`src/rtl/spi_master_mm.sv`:
```
module spi_master_mm #(
  parameter int DEPTH = 16,
  parameter int RX_HI = 12,
  parameter int DIVW  = 16
) (
  input  logic        clk,
  input  logic        rst_n,
  input  logic        bus_wr,
  input  logic        bus_rd,
  input  logic [1:0]  bus_addr,
  input  logic [31:0] bus_wdata,
  output logic [31:0] bus_rdata,
  output logic        irq,
  output logic        sclk,
  output logic        mosi,
  input  logic        miso,
  output logic [2:0]  cs_o
);
  localparam int AW = $clog2(DEPTH);
  localparam int CW = AW + 1;
  localparam logic [DIVW-1:0] HALF_MAX = DIVW'(1) << (DIVW - 1);

  logic [1:0]      cs_sel;
  logic            cpha, cpol, ta, intd, intr;
  logic [2:0]      pol;
  logic [DIVW-1:0] div;

  logic [7:0]    txm [DEPTH];
  logic [7:0]    rxm [DEPTH];
  logic [AW-1:0] tx_rp, tx_wp, rx_rp, rx_wp;
  logic [CW-1:0] tx_cnt, rx_cnt;

  logic            busy, ph;
  logic [DIVW-1:0] cnt, half;
  logic [3:0]      edge_n;
  logic [7:0]      tx_sh, rx_sh, rx_next, rx_byte;

  logic wr_ctl, wr_dat, wr_div, rd_dat;
  logic tx_empty, tx_full, rx_empty, rx_full;
  logic clr_tx, clr_rx, stop, start, tick, samp, shft, byte_end;
  logic tx_push, rx_push, rx_pop, done, rxr;
  logic unused_wbits;

  assign wr_ctl = bus_wr && (bus_addr == 2'd0);
  assign wr_dat = bus_wr && (bus_addr == 2'd1);
  assign wr_div = bus_wr && (bus_addr == 2'd2);
  assign rd_dat = bus_rd && (bus_addr == 2'd1);
  assign unused_wbits = ^{bus_wdata[31:24], bus_wdata[20:11], bus_wdata[8], bus_wdata[6]};

  assign tx_empty = (tx_cnt == '0);
  assign tx_full  = (tx_cnt == CW'(DEPTH));
  assign rx_empty = (rx_cnt == '0);
  assign rx_full  = (rx_cnt == CW'(DEPTH));

  assign clr_tx  = wr_ctl && bus_wdata[4];
  assign clr_rx  = wr_ctl && bus_wdata[5];
  assign stop    = wr_ctl && !bus_wdata[7];
  assign tx_push = wr_dat && !tx_full;
  assign rx_pop  = rd_dat && !rx_empty;
  assign start   = ta && !stop && !busy && !tx_empty && !rx_full && !clr_tx;

  assign half     = (div[DIVW-1:1] == '0) ? HALF_MAX : {1'b0, div[DIVW-1:1]};
  assign tick     = busy && (cnt == '0);
  assign samp     = (edge_n[0] == cpha);
  assign shft     = !samp && (edge_n != 4'd0);
  assign rx_next  = {rx_sh[6:0], miso};
  assign byte_end = tick && (edge_n == 4'hF);
  assign rx_byte  = samp ? rx_next : rx_sh;
  assign rx_push  = byte_end && !stop;

  assign done = ta && tx_empty && !busy;
  assign rxr  = (rx_cnt >= CW'(RX_HI));
  assign irq  = (intd && done) || (intr && rxr);
  assign sclk = cpol ^ ph;
  assign mosi = tx_sh[7];

  for (genvar k = 0; k < 3; k++) begin : g_cs
    assign cs_o[k] = (ta && cs_sel == 2'(k)) ? pol[k] : ~pol[k];
  end

  always_ff @(posedge clk or negedge rst_n) begin
    if (!rst_n) begin
      cs_sel <= '0; cpha <= 1'b0; cpol <= 1'b0; ta <= 1'b0;
      intd <= 1'b0; intr <= 1'b0; pol <= '0; div <= '0;
    end else begin
      if (wr_ctl) begin
        cs_sel <= bus_wdata[1:0];
        cpha   <= bus_wdata[2];
        cpol   <= bus_wdata[3];
        ta     <= bus_wdata[7];
        intd   <= bus_wdata[9];
        intr   <= bus_wdata[10];
        pol    <= bus_wdata[23:21];
      end
      if (wr_div) div <= bus_wdata[DIVW-1:0];
    end
  end

  always_ff @(posedge clk or negedge rst_n) begin
    if (!rst_n) begin
      busy <= 1'b0; ph <= 1'b0; cnt <= '0; edge_n <= '0;
      tx_sh <= '0; rx_sh <= '0;
    end else if (stop || !ta) begin
      busy <= 1'b0;
      ph   <= 1'b0;
    end else if (start) begin
      busy   <= 1'b1;
      ph     <= 1'b0;
      tx_sh  <= txm[tx_rp];
      cnt    <= half - 1'b1;
      edge_n <= '0;
    end else if (tick) begin
      ph     <= ~ph;
      edge_n <= edge_n + 1'b1;
      cnt    <= half - 1'b1;
      if (samp) rx_sh <= rx_next;
      if (shft) tx_sh <= {tx_sh[6:0], 1'b0};
      if (byte_end) busy <= 1'b0;
    end else if (busy) begin
      cnt <= cnt - 1'b1;
    end
  end

  always_ff @(posedge clk or negedge rst_n) begin
    if (!rst_n) begin
      tx_rp <= '0; tx_wp <= '0; tx_cnt <= '0;
    end else if (clr_tx) begin
      tx_rp <= '0; tx_wp <= '0; tx_cnt <= '0;
    end else begin
      if (tx_push) tx_wp <= tx_wp + 1'b1;
      if (start)   tx_rp <= tx_rp + 1'b1;
      tx_cnt <= tx_cnt + CW'(tx_push) - CW'(start);
    end
  end

  always_ff @(posedge clk) begin
    if (tx_push) txm[tx_wp] <= bus_wdata[7:0];
  end

  always_ff @(posedge clk or negedge rst_n) begin
    if (!rst_n) begin
      rx_rp <= '0; rx_wp <= '0; rx_cnt <= '0;
    end else if (clr_rx) begin
      rx_rp <= '0; rx_wp <= '0; rx_cnt <= '0;
    end else begin
      if (rx_push) rx_wp <= rx_wp + 1'b1;
      if (rx_pop)  rx_rp <= rx_rp + 1'b1;
      rx_cnt <= rx_cnt + CW'(rx_push) - CW'(rx_pop);
    end
  end

  always_ff @(posedge clk) begin
    if (rx_push) rxm[rx_wp] <= rx_byte;
  end

  always_comb begin
    case (bus_addr)
      2'd0: bus_rdata = {8'h00, pol, rx_full, rxr, !tx_full, !rx_empty, done,
                         5'b0, intr, intd, 1'b0, ta, 3'b0, cpol, cpha, cs_sel};
      2'd1: bus_rdata = {24'h0, rx_empty ? 8'h00 : rxm[rx_rp]};
      2'd2: bus_rdata = {{(32-DIVW){1'b0}}, div};
      default: bus_rdata = '0;
    endcase
  end
endmodule


```
`config.mk`:
```
export PLATFORM = sky130hd
export DESIGN_NAME = spi_master_mm
export DESIGN_NICKNAME = d
export VERILOG_FILES = /design/src/rtl/spi_master_mm.sv
export SDC_FILE = /design/constraint.sdc
export NUM_CORES = 1
export LEC_CHECK = 0
export ABC_AREA = 1
export CAP_MARGIN = 20
export CORE_MARGIN = 5
export CORE_UTILIZATION = 30
export CTS_CLUSTER_SIZE = 40
export DETAILED_ROUTE_END_ITERATION = 16
export PLACE_DENSITY_LB_ADDON = 0.08
export SETUP_SLACK_MARGIN = 0.3
export SYNTH_ARGS = -nofsm -noshare
export SYNTH_HDL_FRONTEND = slang
export SYNTH_SLANG_ARGS = --single-unit
export TNS_END_PERCENT = 20
```
`constraint.sdc`:
```
create_clock -name clk -period 2.8 [get_ports clk]
set_clock_uncertainty 0.2 [all_clocks]
set_input_delay 0.42 -clock clk [delete_from_list [all_inputs] [get_ports clk]]
set_output_delay 0.42 -clock clk [all_outputs]
set_load 0.005 [all_outputs]
```
After elaboration in Yosys (flattened, before gate mapping) --
Memory sizes are Yosys's and may differ from the RTL's. Cells that the tools add are included. W data, S select, Z words.
Operators by class: $lt $le $gt $ge 1, add/sub/neg operators 11, mux-type cells 36, reductions and logical operators 58, equal/unequal tests 8, bitwise logic cells 7
Operators by type and width (count):
- $pmux W24 S3 | 1
- $mux W16 | 4
- $mux W4 | 10
- $mux W8 | 5
- $sub A16 B1 Y16 const B | 2
- $logic_and A1 B1 Y1 | 25
- $add A4 B1 Y4 const B | 5
- $logic_not A16 Y1 | 1
- $logic_not A15 Y1 | 1
- $mux W1 | 14
- $reduce_bool A2 Y1 | 6
- $add A5 B1 Y5 | 2
- $eq A5 B5 Y1 const B | 2
- $logic_not A1 Y1 | 10
- $logic_not A5 Y1 | 2
- $mux W5 | 2
- $sub A5 B1 Y5 | 2
- $reduce_bool A3 Y1 | 3
- $not A1 Y1 | 6
- $reduce_and A2 Y1 | 3
- $reduce_and A3 Y1 | 2
- $ge A5 B4 Y1 const B | 1
- $eq A2 B1 Y1 const B | 2
- $eq A2 B2 Y1 const B | 2
- other kinds (6) | 8
Word-level totals: output and inout bits 38, register bits 90, memories 2, input bits 39, word-level logic and storage cells 143, bits in writable memories 256
Memories:
- rxm | words 16, width 8, rd ports 1, clocked after Yosys merged registers in 0, write ports 1, RTL line 29 | logic [7:0] rxm [DEPTH];
- txm | words 16, width 8, rd ports 1, clocked after Yosys merged registers in 0, write ports 1, RTL line 28 | logic [7:0] txm [DEPTH];

Longest topological paths before layout --
word-level depth 11, gate-level depth with buffers 20, depth with buffers taken out 19

Least setup slack after synthesis --
No wires, ideal clock.
kind reg-to-reg, from register rx_cnt[2], to register tx_cnt[4], library setup time 120 ps, arrival time 2632 ps, period minus slack after synthesis 2951 ps, path slack -151 ps, cell stages (with the launch flop) 20, required time 2480 ps, buffers on the path 1, cell sequence dfrtp_1 > inv_1 > ha_1 > nand4_1 > nand2_1 > nor2_1 > nand3_4 > inv_1 > buf_2 > ha_1 > inv_1 > ha_1 > inv_1 > fa_1 > inv_1 > a21oi_1 > nor2_1 > nor2_1 > xor2_1 > nor2_1
Between the ends: longest elaborated chain between the ends 6
Ends and longest elaborated chain:
- start, declared | RTL line 31 | logic [CW-1:0] tx_cnt, rx_cnt;
- start signal, assigned | RTL line 148 | rx_cnt <= rx_cnt + CW'(rx_push) - CW'(rx_pop);
- $eq A5 B5 Y1 | RTL line 53 | assign rx_full = (rx_cnt == CW'(DEPTH));
- $logic_not A1 Y1 | RTL line 60 | assign start = ta && !stop && !busy && !tx_empty && !rx_full && !clr_tx;
- $logic_and A1 B1 Y1 (2 in series) | RTL line 60
- $sub A5 B1 Y5 | RTL line 132 | tx_cnt <= tx_cnt + CW'(tx_push) - CW'(start);
- $mux W5 | RTL line 127 | end else if (clr_tx) begin
- end signal, assigned | RTL line 132
- end, declared | RTL line 31
No other way between the ends. A chain may end at the register's enable or synchronous reset.

Worst setup path in the final report --
from register rx_rp[0], to output bus_rdata[3]
Between the ends: longest elaborated chain between the ends 3
Ends and longest elaborated chain:
- start, declared | RTL line 30 | logic [AW-1:0] tx_rp, tx_wp, rx_rp, rx_wp;
- start signal, assigned | RTL line 147 | if (rx_pop) rx_rp <= rx_rp + 1'b1;
- $mem_v2 Z16 W8
- $mux W8 | RTL line 160 | 2'd1: bus_rdata = {24'h0, rx_empty ? 8'h00 : rxm[rx_rp]};
- $pmux W24 S3 | RTL line 157 | case (bus_addr)
- end, declared | RTL line 12 | output logic [31:0] bus_rdata,
No other way between the ends.

==> flow_metrics.py <==
metrics = {
    "run_status": {
        "outcome": "finished, violations left",
        "violations": "negative setup slack",
    },
    "cells_and_area": {
        "finalNonFillerCells": 2509,
        "num-nets-final": 1861,
        "drive_gt1_share_pct": 21.9,
        "layout_common_cells": "nand2_1 (303), edfxtp_1 (256), nor2_1 (230)",
        "area_growth_pct": 29.8,
        "layout_commonest_cell": "nand2_1",
        "fin_area_um2": 20600,
    },
    "routing": {
        "viasPerCell": 4.74,
        "first_pass_iters": 5,
        "first_iter_violations": 682,
        "num_vias": 11900,
        "ant_nets": 0,
        "wl_mm": 49.0,
        "remaining_drc_errors": 0,
        "avgRoutedWirePerCell_um": 19.5,
    },
    "synth": {
        "netlist-cell-type-count": 47,
        "synth_edf_count": 256,
        "syn_area_per_cell_um2": 10.1,
        "synth.yosys.seq_area_share_pct": 62.7,
        "yosys_warnings": 0,
        "ys_seq_elements": 346,
        "synth_area_um2": 15800,
        "synth-async-reset-ratio_pct": 26.0,
        "synth_ff_type": "edfxtp_1",
        "postSynthCellCount": 1566,
    },
    "global_routing": {
        "grt_usage_pct": 17.0,
        "grt_pass1_vias": 11900,
        "grt_max_degree": 60,
        "grt_first_pass_wirelength_mm": 74.7,
        "grt.overflow.total": 0,
        "antenna_found_initial": 1,
    },
    "flow_run": {
        "maxCapViolations": 0,
    },
    "placed_design": {
        "hpwlAfterDp_mm": 32.0,
        "portBuffers": 55,
        "place_congestion": 0.835,
        "placed_cells": 2391,
        "place_area_um2": 18200,
    },
    "power_and_ir_drop": {
        "switching_share_pct": 36.7,
        "p_leak_nw": 8.13,
        "ir_drop_mv": 0.457,
        "switchingPower_w": 0.00698,
        "clock_power_share_pct": 26.9,
        "powerDensity_nw_per_um2": 924,
        "sequentialPowerShare_pct": 33.8,
        "pwr-share-comb_pct": 39.3,
        "p_int_w": 0.0120,
    },
    "sta": {
        "min_period_over_period_pct": 109,
        "finalSetupViolCount": 9,
        "relSlewSlack_pct": 61.7,
        "worst_pin_slew_ns": 0.574,
        "finalMaxSlewViolations": 0,
        "fmax_mhz": 328,
        "hold_violations": 0,
        "worst_slack_ns": -0.245,
        "period_needed_ns": 3.05,
        "rsz0062_at_grt": "yes",
    },
    "floorplan": {
        "io_pins": 77,
        "die_x_um": 240,
        "fp-row-count": 84,
        "coreArea_um2": 52400,
        "start_util_pct": 30.2,
        "die_h_um": 240,
        "die_area_um2": 57500,
    },
    "cts": {
        "cts_tree": "built",
        "h-tree-depth": 2,
        "cts_made_buffers": 41,
        "clk_pin_slew_ns": 0.06,
        "cts_root_buf": "clkbuf_16",
        "clock_sinks": 346,
        "insertion_delay_ns": 0.58,
        "clk_path_buf_depth": 3,
    },
    "setup_path": {
        "worstPathArrival_ns": 2.43,
        "crit_type": "flip-flop to primary output",
        "path_max_fanout": 5,
        "cp_data_required_time_ns": 2.18,
        "endpoint_kind": "primary output",
        "r2r_cells": 15,
        "cp-start-kind": "flip-flop",
    },
    "hold_path": {
        "hp-class": "input port to asynchronous set/reset pin",
    },
}
-- layout make-up --
type	count	area, um^2
fillers	5233	31900
flip-flops and latches	346	9940
multi-input cells	1047	5690
repair buffers	244	2340
clock buffers	52	1080
well taps	688	861
inverters	111	450
clock inverters	20	196
diodes	1	2.50
-- metal layers --
layer / track usage [%] / vias up / part of all wire, %
met5: 0 / - / 0
met4: 4.20 / 0 / 1.9
met3: 2.54 / 56 / 3.4
met2: 27.3 / 197 / 47
met1: 24.5 / 5854 / 48
li1: - / 5779 / -
-- cells in the mapped netlist (all sizes together), types with 5 or more instances --
master	instances	area, um^2
o21ai	143	716
xor2	16	140
nand4	18	113
nand2	339	1320
a21oi	44	228
o21a	6	45.0
o221ai	5	43.8
edfxtp	256	7690
buf	38	216
o211ai	46	345
ha	29	363
dfrtp	90	2250
nand3	100	531
xnor2	11	96.3
inv	107	404
nor2	257	996
clkbuf	31	116
-- kinds of logic after synthesis --
logic type | Yosys count | share of synthesized area, %
simple gates | 726 | 19.2
flops | 346 | 62.7
compound gates | 253 | 9.11
buf+inv | 180 | 4.75
fa+ha+maj | 31 | 2.54
xor+xnor | 27 | 1.49
mux | 2 | 0.142
other cells | 1 | 0.0237
-- flip-flops by register name (all words and copies together) (netlist names) --
| name | count |
|---|---|
| intd | 1 |
| tx_sh | 8 |
| ta | 1 |
| rxm | 128 |
| busy | 1 |
| cpol | 1 |
| pol | 3 |
| intr | 1 |
| cnt | 16 |
| tx_cnt | 5 |
| div | 16 |
| ph | 1 |
| tx_rp | 4 |
| cpha | 1 |
| rx_wp | 4 |
| rx_rp | 4 |
| txm | 128 |
| cs_sel | 2 |
| tx_wp | 4 |
| edge_n | 4 |
| rx_cnt | 5 |
| rx_sh | 8 |
-- metrics by stage --
| step | setup slack [ns] | hold WS [ns] | utilization [%] | setup TNS (ns) | power (W) |
|---|---|---|---|---|---|
| final | -0.245 | 0.167 | 39.2 | -1.64 | 0.0190 |
| after global routing | -0.381 | 0.187 | 39.2 | -2.93 | 0.0203 |
| after CTS | -0.311 | 0.165 | 38.3 | -2.25 | 0.0189 |
| after detailed placement | -0.372 | 0.230 | 34.7 | -3.03 | 0.0129 |
| after global placement | -0.387 | 0.219 | 34.7 | -3.05 | 0.0129 |
| after floorplan | 0.0460 | -0.0756 | - | 0 | 0.0102 |
-- worst paths after layout --
kind	endpoint	start	slack (ns)
min reg2reg	tx_sh[4]$_DFFE_PN0P_	tx_sh[4]$_DFFE_PN0P_	0.28
max	bus_rdata[3]	rx_rp[0]$_DFFE_PN0P_	-0.25
max in group asynchronous	cs_sel[0]$_DFFE_PN0N_	rst_n	1.49
min	div[15]$_DFFE_PN0P_	rst_n	0.17
max reg2reg	rx_cnt[4]$_DFF_PN0_	cnt[10]$_DFFE_PN0P_	-0.12
min in group clk	pol[1]$_DFFE_PN0N_	bus_wdata[22]	0.23
-- repair_timing --
| item | 4_1_cts | 5_1_grt |
|---|---|---|
| resized for setup | 152 | 123 |
| hold buffers | 1 | 0 |
| cloned | 5 | 0 |
| hold endpoints to repair | 31 | 0 |
| pin swaps | 62 | 56 |
| buffers inserted | 26 | 13 |
| setup endpoints to repair | 179 | 166 |
-- power by group through the flow --
| stage | Combinational (W) | Sequential [W] | Clock, W |
|---|---|---|---|
| after floorplan | 0.00373 | 0.00643 | 0 |
| after global placement | 0.00639 | 0.00648 | 0 |
| after detailed placement | 0.00640 | 0.00648 | 0 |
| after CTS | 0.00714 | 0.00641 | 0.00530 |
| after global routing | 0.00831 | 0.00647 | 0.00550 |
| final | 0.00747 | 0.00642 | 0.00512 |
-- worst max-delay path, stage by stage, from the launching register on --
cell and delay (ns):
dfrtp_2 0.47, clkinv_4 0.11, buf_12 0.13, buf_8 0.11, o21ai_1 0.05, o211ai_1 0.34, nand3_1 0.18, nand2_2 0.12
nand2_2 0.08, o211ai_1 0.10, buf_2 0.15
Power figures use the tool's default switching activity.
